[src/rtl/uft_pkg.sv]
// Shared constants and the line-format bundle for the serial frame transmitter.
// Assumes characters of at most 8 bits and at most one parity and two stop bits.
package uft_pkg;
    localparam int DATA_MAX = 8;
    localparam int FRAME_W  = DATA_MAX + 4;
    localparam int LEN_W    = $clog2(FRAME_W + 1);

    typedef struct packed {
        logic [1:0] wlen;
        logic       par_en;
        logic       par_even;
        logic       par_stick;
        logic       two_stop;
    } uft_fmt_t;
endpackage

[src/rtl/uft_framer.sv]
// Builds the full frame (LSB = start bit) and its length in bits from one
// character and the line format. Unused high positions are filled with 1s.
// Assumes the format is stable while a frame is loaded.
module uft_framer
    import uft_pkg::*;
(
    input  logic [DATA_MAX-1:0] data,
    input  uft_fmt_t            fmt,
    output logic [FRAME_W-1:0]  frame,
    output logic [LEN_W-1:0]    len
);
    logic [DATA_MAX-1:0] mask;
    logic [3:0]          nbits;
    logic [3:0]          ppos;
    logic                dpar;
    logic                pbit;
    logic [FRAME_W-1:0]  base;
    logic [FRAME_W-1:0]  pmask;

    // Data mask, parity value and parity position from the format.
    always_comb begin
        mask  = {DATA_MAX{1'b1}} >> (2'd3 - fmt.wlen);
        nbits = 4'd5 + {2'b00, fmt.wlen};
        ppos  = nbits + 4'd1;
        dpar  = ^(data & mask);
        if (fmt.par_stick) pbit = ~fmt.par_even;
        else               pbit = fmt.par_even ? dpar : ~dpar;
    end

    // Frame assembly: start bit, masked data, optional parity, stop ones.
    always_comb begin
        base  = {3'b111, data | ~mask, 1'b0};
        pmask = FRAME_W'(1) << ppos;
        if (fmt.par_en) frame = (base & ~pmask) | (pbit ? pmask : '0);
        else            frame = base;
        len = LEN_W'(nbits) + LEN_W'(2) + LEN_W'(fmt.par_en) + LEN_W'(fmt.two_stop);
    end
endmodule

[src/rtl/uft_bit_timer.sv]
// Counts baud ticks within one bit and flags the tick that ends the bit.
// Assumes TICKS >= 2; the counter is held at zero while no frame runs.
module uft_bit_timer #(
    parameter int TICKS = 16
) (
    input  logic clk,
    input  logic rst_n,
    input  logic run,
    input  logic tick,
    output logic bit_end
);
    localparam int CW = $clog2(TICKS);
    logic [CW-1:0] cnt;

    assign bit_end = run && tick && (cnt == CW'(TICKS - 1));

    // Tick counter that wraps at the end of each bit.
    always_ff @(posedge clk) begin
        if (!rst_n)       cnt <= '0;
        else if (!run)    cnt <= '0;
        else if (bit_end) cnt <= '0;
        else if (tick)    cnt <= cnt + CW'(1);
    end

    // after a bit ends, the count restarts from zero.
    a_r4_wrap_zero: assert property (@(posedge clk) disable iff (!rst_n)
        bit_end |=> (cnt == '0));
endmodule

[src/rtl/uft_shifter.sv]
// Holds the loaded frame, shifts it one bit per bit period and tracks how many
// bits remain. Assumes load is only raised while no frame is active.
module uft_shifter
    import uft_pkg::*;
(
    input  logic               clk,
    input  logic               rst_n,
    input  logic               load,
    input  logic [FRAME_W-1:0] frame,
    input  logic [LEN_W-1:0]   len,
    input  logic               bit_end,
    output logic               active,
    output logic               line_bit
);
    logic [FRAME_W-1:0] sr;
    logic [LEN_W-1:0]   left;

    assign active   = (left != '0);
    assign line_bit = sr[0];

    // Frame register and remaining-bit counter.
    always_ff @(posedge clk) begin
        if (!rst_n) begin
            sr   <= '1;
            left <= '0;
        end else if (load) begin
            sr   <= frame;
            left <= len;
        end else if (bit_end && active) begin
            sr   <= {1'b1, sr[FRAME_W-1:1]};
            left <= left - LEN_W'(1);
        end
    end

    // a loaded frame is between 7 and FRAME_W bits long.
    a_r7_len_legal: assert property (@(posedge clk) disable iff (!rst_n)
        load |-> (len >= LEN_W'(7) && len <= LEN_W'(FRAME_W)));

    // the line bit holds while a bit period is in progress.
    a_r4_bit_hold: assert property (@(posedge clk) disable iff (!rst_n)
        (active && !bit_end) |=> $stable(line_bit));
endmodule

[src/rtl/uart_frame_tx.sv]
// Serial frame transmitter top: decides when a frame may start, takes the
// character from the holding stage and drives the line. Assumes baud_tick is
// a one-cycle pulse at TICKS times the bit rate and line-control inputs only
// change between frames (send_break may change at any time).
module uart_frame_tx
    import uft_pkg::*;
#(
    parameter int TICKS = 16
) (
    input  logic                clk,
    input  logic                rst_n,
    input  logic                baud_tick,
    input  logic                tx_en,
    input  logic                cts_en,
    input  logic                cts,
    input  logic                q_valid,
    input  logic [DATA_MAX-1:0] q_data,
    output logic                q_pop,
    input  logic [1:0]          wlen,
    input  logic                par_en,
    input  logic                par_even,
    input  logic                par_stick,
    input  logic                two_stop,
    input  logic                send_break,
    output logic                txd,
    output logic                busy
);
    uft_fmt_t           fmt;
    logic [FRAME_W-1:0] frame;
    logic [LEN_W-1:0]   len;
    logic               active;
    logic               line_bit;
    logic               bit_end;
    logic               flow_ok;

    // Format bundle from the line-control pins.
    always_comb begin
        fmt.wlen      = wlen;
        fmt.par_en    = par_en;
        fmt.par_even  = par_even;
        fmt.par_stick = par_stick;
        fmt.two_stop  = two_stop;
    end

    // Start decision and line drive.
    always_comb begin
        flow_ok = !cts_en || cts;
        q_pop   = !active && baud_tick && q_valid && tx_en && flow_ok && !send_break;
        txd     = active ? line_bit : ~send_break;
        busy    = q_valid || active;
    end

    uft_framer u_framer (
        .data  (q_data),
        .fmt   (fmt),
        .frame (frame),
        .len   (len)
    );

    uft_bit_timer #(.TICKS(TICKS)) u_timer (
        .clk     (clk),
        .rst_n   (rst_n),
        .run     (active),
        .tick    (baud_tick),
        .bit_end (bit_end)
    );

    uft_shifter u_shift (
        .clk      (clk),
        .rst_n    (rst_n),
        .load     (q_pop),
        .frame    (frame),
        .len      (len),
        .bit_end  (bit_end),
        .active   (active),
        .line_bit (line_bit)
    );

    // the cycle after a character is taken, the start bit is on the line.
    a_r2_start_low: assert property (@(posedge clk) disable iff (!rst_n)
        q_pop |=> !txd);

    // the last bit of every frame is a stop bit.
    a_r7_stop_last: assert property (@(posedge clk) disable iff (!rst_n)
        $fell(active) |-> $past(txd));
endmodule

[config.mk]
export PLATFORM = sky130hd
export DESIGN_NAME = uart_frame_tx
export DESIGN_NICKNAME = d
export VERILOG_FILES = /design/src/rtl/uft_pkg.sv /design/src/rtl/uft_framer.sv /design/src/rtl/uft_bit_timer.sv /design/src/rtl/uft_shifter.sv /design/src/rtl/uart_frame_tx.sv
export SDC_FILE = /design/constraint.sdc
export NUM_CORES = 1
export LEC_CHECK = 0
export BUFFER_PORTS_ARGS = -buffer_cell sky130_fd_sc_hd__buf_2
export CAP_MARGIN = 30
export CORE_AREA = 2 2 55 57
export CTS_CLUSTER_SIZE = 25
export DETAILED_ROUTE_END_ITERATION = 8
export DIE_AREA = 0 0 57 59
export PLACE_DENSITY = 0.8
export RECOVER_POWER = 50
export SETUP_SLACK_MARGIN = 0.4
export SYNTH_ARGS = -nofsm -noshare
export SYNTH_HDL_FRONTEND = slang
export SYNTH_SLANG_ARGS = --single-unit
[constraint.sdc]
create_clock -name clk -period 3.27 [get_ports clk]
set_input_delay 0.1635 -clock clk [delete_from_list [all_inputs] [get_ports clk]]
set_output_delay 0.1635 -clock clk [all_outputs]
set_load 0.02 [all_outputs]
==> impl_metrics.py <==
metrics = {
    "run_status": {
        "outcome": "finished clean",
    },
    "place": {
        "gp_congestion": 0.839,
        "placed_area_sq_um": 1590,
        "portBuffers": 24,
        "hpwl_mm": 2.54,
    },
    "cts": {
        "cts_buffer_depth": 2,
        "cts_tree": "yes",
        "htreeDepth": 1,
        "cts_buffers": 3,
        "clock-sinks": 20,
        "path_clk_slew_ns": 0.11,
        "cts_setup_buffers": 0,
        "clock_latency_ns": 0.31,
        "post_cts_resized": 0,
        "cts-root-buf": "clkbuf_4",
        "cts.hold.buffers_added": 0,
    },
    "sta": {
        "final.min_clock_period_ns": 2.55,
        "fin_setup_tns_ns": 0,
        "max_freq_ghz": 0.392,
        "max_slew_margin_pct": 57.4,
        "setup_viol": 0,
        "worstMarginPinSlew_ns": 0.638,
        "rsz0062_at_grt": "no",
        "finalCritPeriodShare_pct": 78.0,
        "drv_slew": 0,
        "hold_viol": 0,
        "fin_skew_ns": 0.00531,
    },
    "floorplanning": {
        "core_sq_um": 2710,
        "die_area_sq_um": 3360,
        "die_h_microns": 59,
        "initial_core_util_pct": 54.7,
        "io-pin-count": 25,
        "die_w_microns": 57,
        "rows": 19,
    },
    "worst_setup_path": {
        "r2r_start": "u_shift.left[0]",
        "cp_max_fo": 16,
        "rr_worst_depth": 9,
        "cp-start-kind": "flip-flop",
        "cp_data_arrival_time_ns": 2.76,
        "critPathLaunch": "u_shift.left[0]",
        "rrSetupSlack_ns": 0.72,
        "cp.required_ns": 3.48,
        "path_class": "flip-flop to flip-flop",
        "end_kind": "flip-flop",
    },
    "yosys": {
        "synthDistinctLibCells": 43,
        "syn_nets": 220,
        "netlist_area_sq_um": 1480,
        "ys_ff_latch": 20,
        "yosys-top-cells-count": "23 x nand2_1, 20 x dfxtp_1, 14 x nor2_1",
        "synth-main-ff-cell": "dfxtp_1",
        "yosys_warnings": 0,
        "synth.most_common_cell": "nand2_1",
        "seq_area_frac_synth_pct": 27.0,
        "netlist.area_leader.share_pct": 27.0,
        "async_reset_ff_share_pct": 0,
        "ys_top_cells_by_area": "dfxtp_1 27%, ha_1 10%, xnor2_1 5.9%",
        "synth_area_leader_cell": "dfxtp_1",
        "syn_inst": 185,
        "synth.avg_cell_area_sq_um": 8.01,
        "synth_edf_count": 0,
    },
    "drt": {
        "drt-total-wl_mm": 3.23,
        "drt_iter0_markers": 79,
        "vias": 1350,
        "vias_per_cell": 5.79,
        "drc": 0,
        "ant_nets": 0,
        "avgRoutedWirePerCell_microns": 13.9,
        "drtPass1Iterations": 4,
    },
    "power": {
        "power_frac_comb_pct": 22.6,
        "ir_worst_vdd_mv": 0.282,
        "p_clk_share_pct": 28.4,
        "p_sw_share_pct": 29.0,
        "p_seq_share_pct": 48.9,
        "p_sw_mw": 0.149,
        "p_int_mw": 0.365,
        "powerDensity_nw_per_um2": 320,
        "leakage_nw": 0.698,
    },
    "min_path": {
        "holdPathStages": 3,
        "hp-start": "q_data[1]",
        "hp-class": "input pin to flip-flop",
    },
    "final_layout": {
        "layout.nets": 238,
        "n_antenna_cell": 0,
        "areaGrowthSynthToFinish_pct": 8.61,
        "fin_area_sq_um": 1610,
        "layout-drive-gt1-share_pct": 14.9,
    },
    "global_route": {
        "grt_pass1_wl_mm": 5.67,
        "overflow": 0,
        "grt_usage_pct": 21.4,
        "grt_pass1_vias": 1349,
        "antenna_found_initial": 0,
        "grt_max_degree": 21,
    },
    "job": {
        "maxCapViolations": 0,
    },
}
==> kinds of logic after synthesis <==
kind of cell / count (synthesis) / share of synthesized area (%)
buffers and inverters: 23 / 7.43
xor gates and xnor gates: 15 / 8.86
adders and majority gates: 13 / 11.5
AOI/OAI and AO/OA: 32 / 14.3
muxes: 5 / 3.63
and+or+nand+nor: 77 / 27.3
DFF: 20 / 27.0
==> layer usage <==
layer	wire (microns)	part of all wire, %	track usage, %
met5	0	0	0
met4	71	2.2	9.97
met3	183	5.7	1.31
met2	1540	48	37.4
met1	1430	44	27.3
==> final timing paths <==
| path | endpoint |
|---|---|
| worst max-delay path | u_shift.sr[4] |
| worst min-delay path | u_shift.sr[2] |
| worst max register to register | u_shift.sr[4] |
| worst min register to register | u_shift.sr[7] |
==> stage by stage <==
step	hold WS [ns]	power [mW]	instances	util (%)	worst slack [ns]
2_1_floorplan	0.308	0.341	185	-	0.952
5_1_grt	0.141	0.537	233	59.4	0.589
6_report	0.129	0.515	233	59.4	0.718
3_3_place_gp	0.448	0.371	229	58.5	0.953
3_5_place_dp	0.447	0.374	229	58.5	0.892
4_1_cts	0.129	0.515	233	59.8	0.872
==> layout by cell type (no fill, tap or decap), drive strengths merged, types with 2 or more instances in the layout <==
| cell | n |
|---|---|
| buf | 22 |
| nand4 | 5 |
| nand3b | 2 |
| nand2 | 23 |
| dfxtp | 20 |
| mux2i | 5 |
| o21a | 2 |
| inv | 10 |
| and3 | 4 |
| nor4 | 2 |
| nor3 | 4 |
| nand2b | 3 |
| nand4b | 3 |
| nor3b | 3 |
| a21boi | 2 |
| nand3 | 7 |
| a21oi | 8 |
| a31oi | 3 |
| o31ai | 3 |
| xor2 | 5 |
| ha | 12 |
| a211oi | 2 |
| nor2 | 14 |
| o21ai | 6 |
| nor2b | 3 |
| clkbuf | 7 |
| xnor2 | 10 |
==> critical path: stages (launching register included) <==
cell and delay (ns):
dfxtp_1 0.33, inv_1 0.08, ha_1 0.18, or3b_1 0.44, or3_1 0.58, clkinv_4 0.18, and2_4 0.22, nand3b_2 0.08
o32a_1 0.18, and3_1 0.17
==> final cells by class <==
type,instances,area [sq um]
fill,254,1100
multi-input combinational,142,967
sequential,20,400
timing repair buffer,25,121
inverter,11,46.3
tap,31,38.8
clock buffer,4,36.3
==> sequential cells by signal (all words and copies together) (netlist names) <==
signal / count
u_shift.sr: 12
u_shift.left: 4
u_timer.cnt: 4
==> power by group through the flow <==
stage | logic, mW | registers (mW) | clock network, mW
2_1_floorplan | 0.0849 | 0.256 | 0
3_3_place_gp | 0.114 | 0.257 | 0
3_5_place_dp | 0.117 | 0.257 | 0
4_1_cts | 0.118 | 0.252 | 0.146
5_1_grt | 0.130 | 0.253 | 0.154
6_report | 0.116 | 0.252 | 0.146
Power figures use the tool's default switching activity.
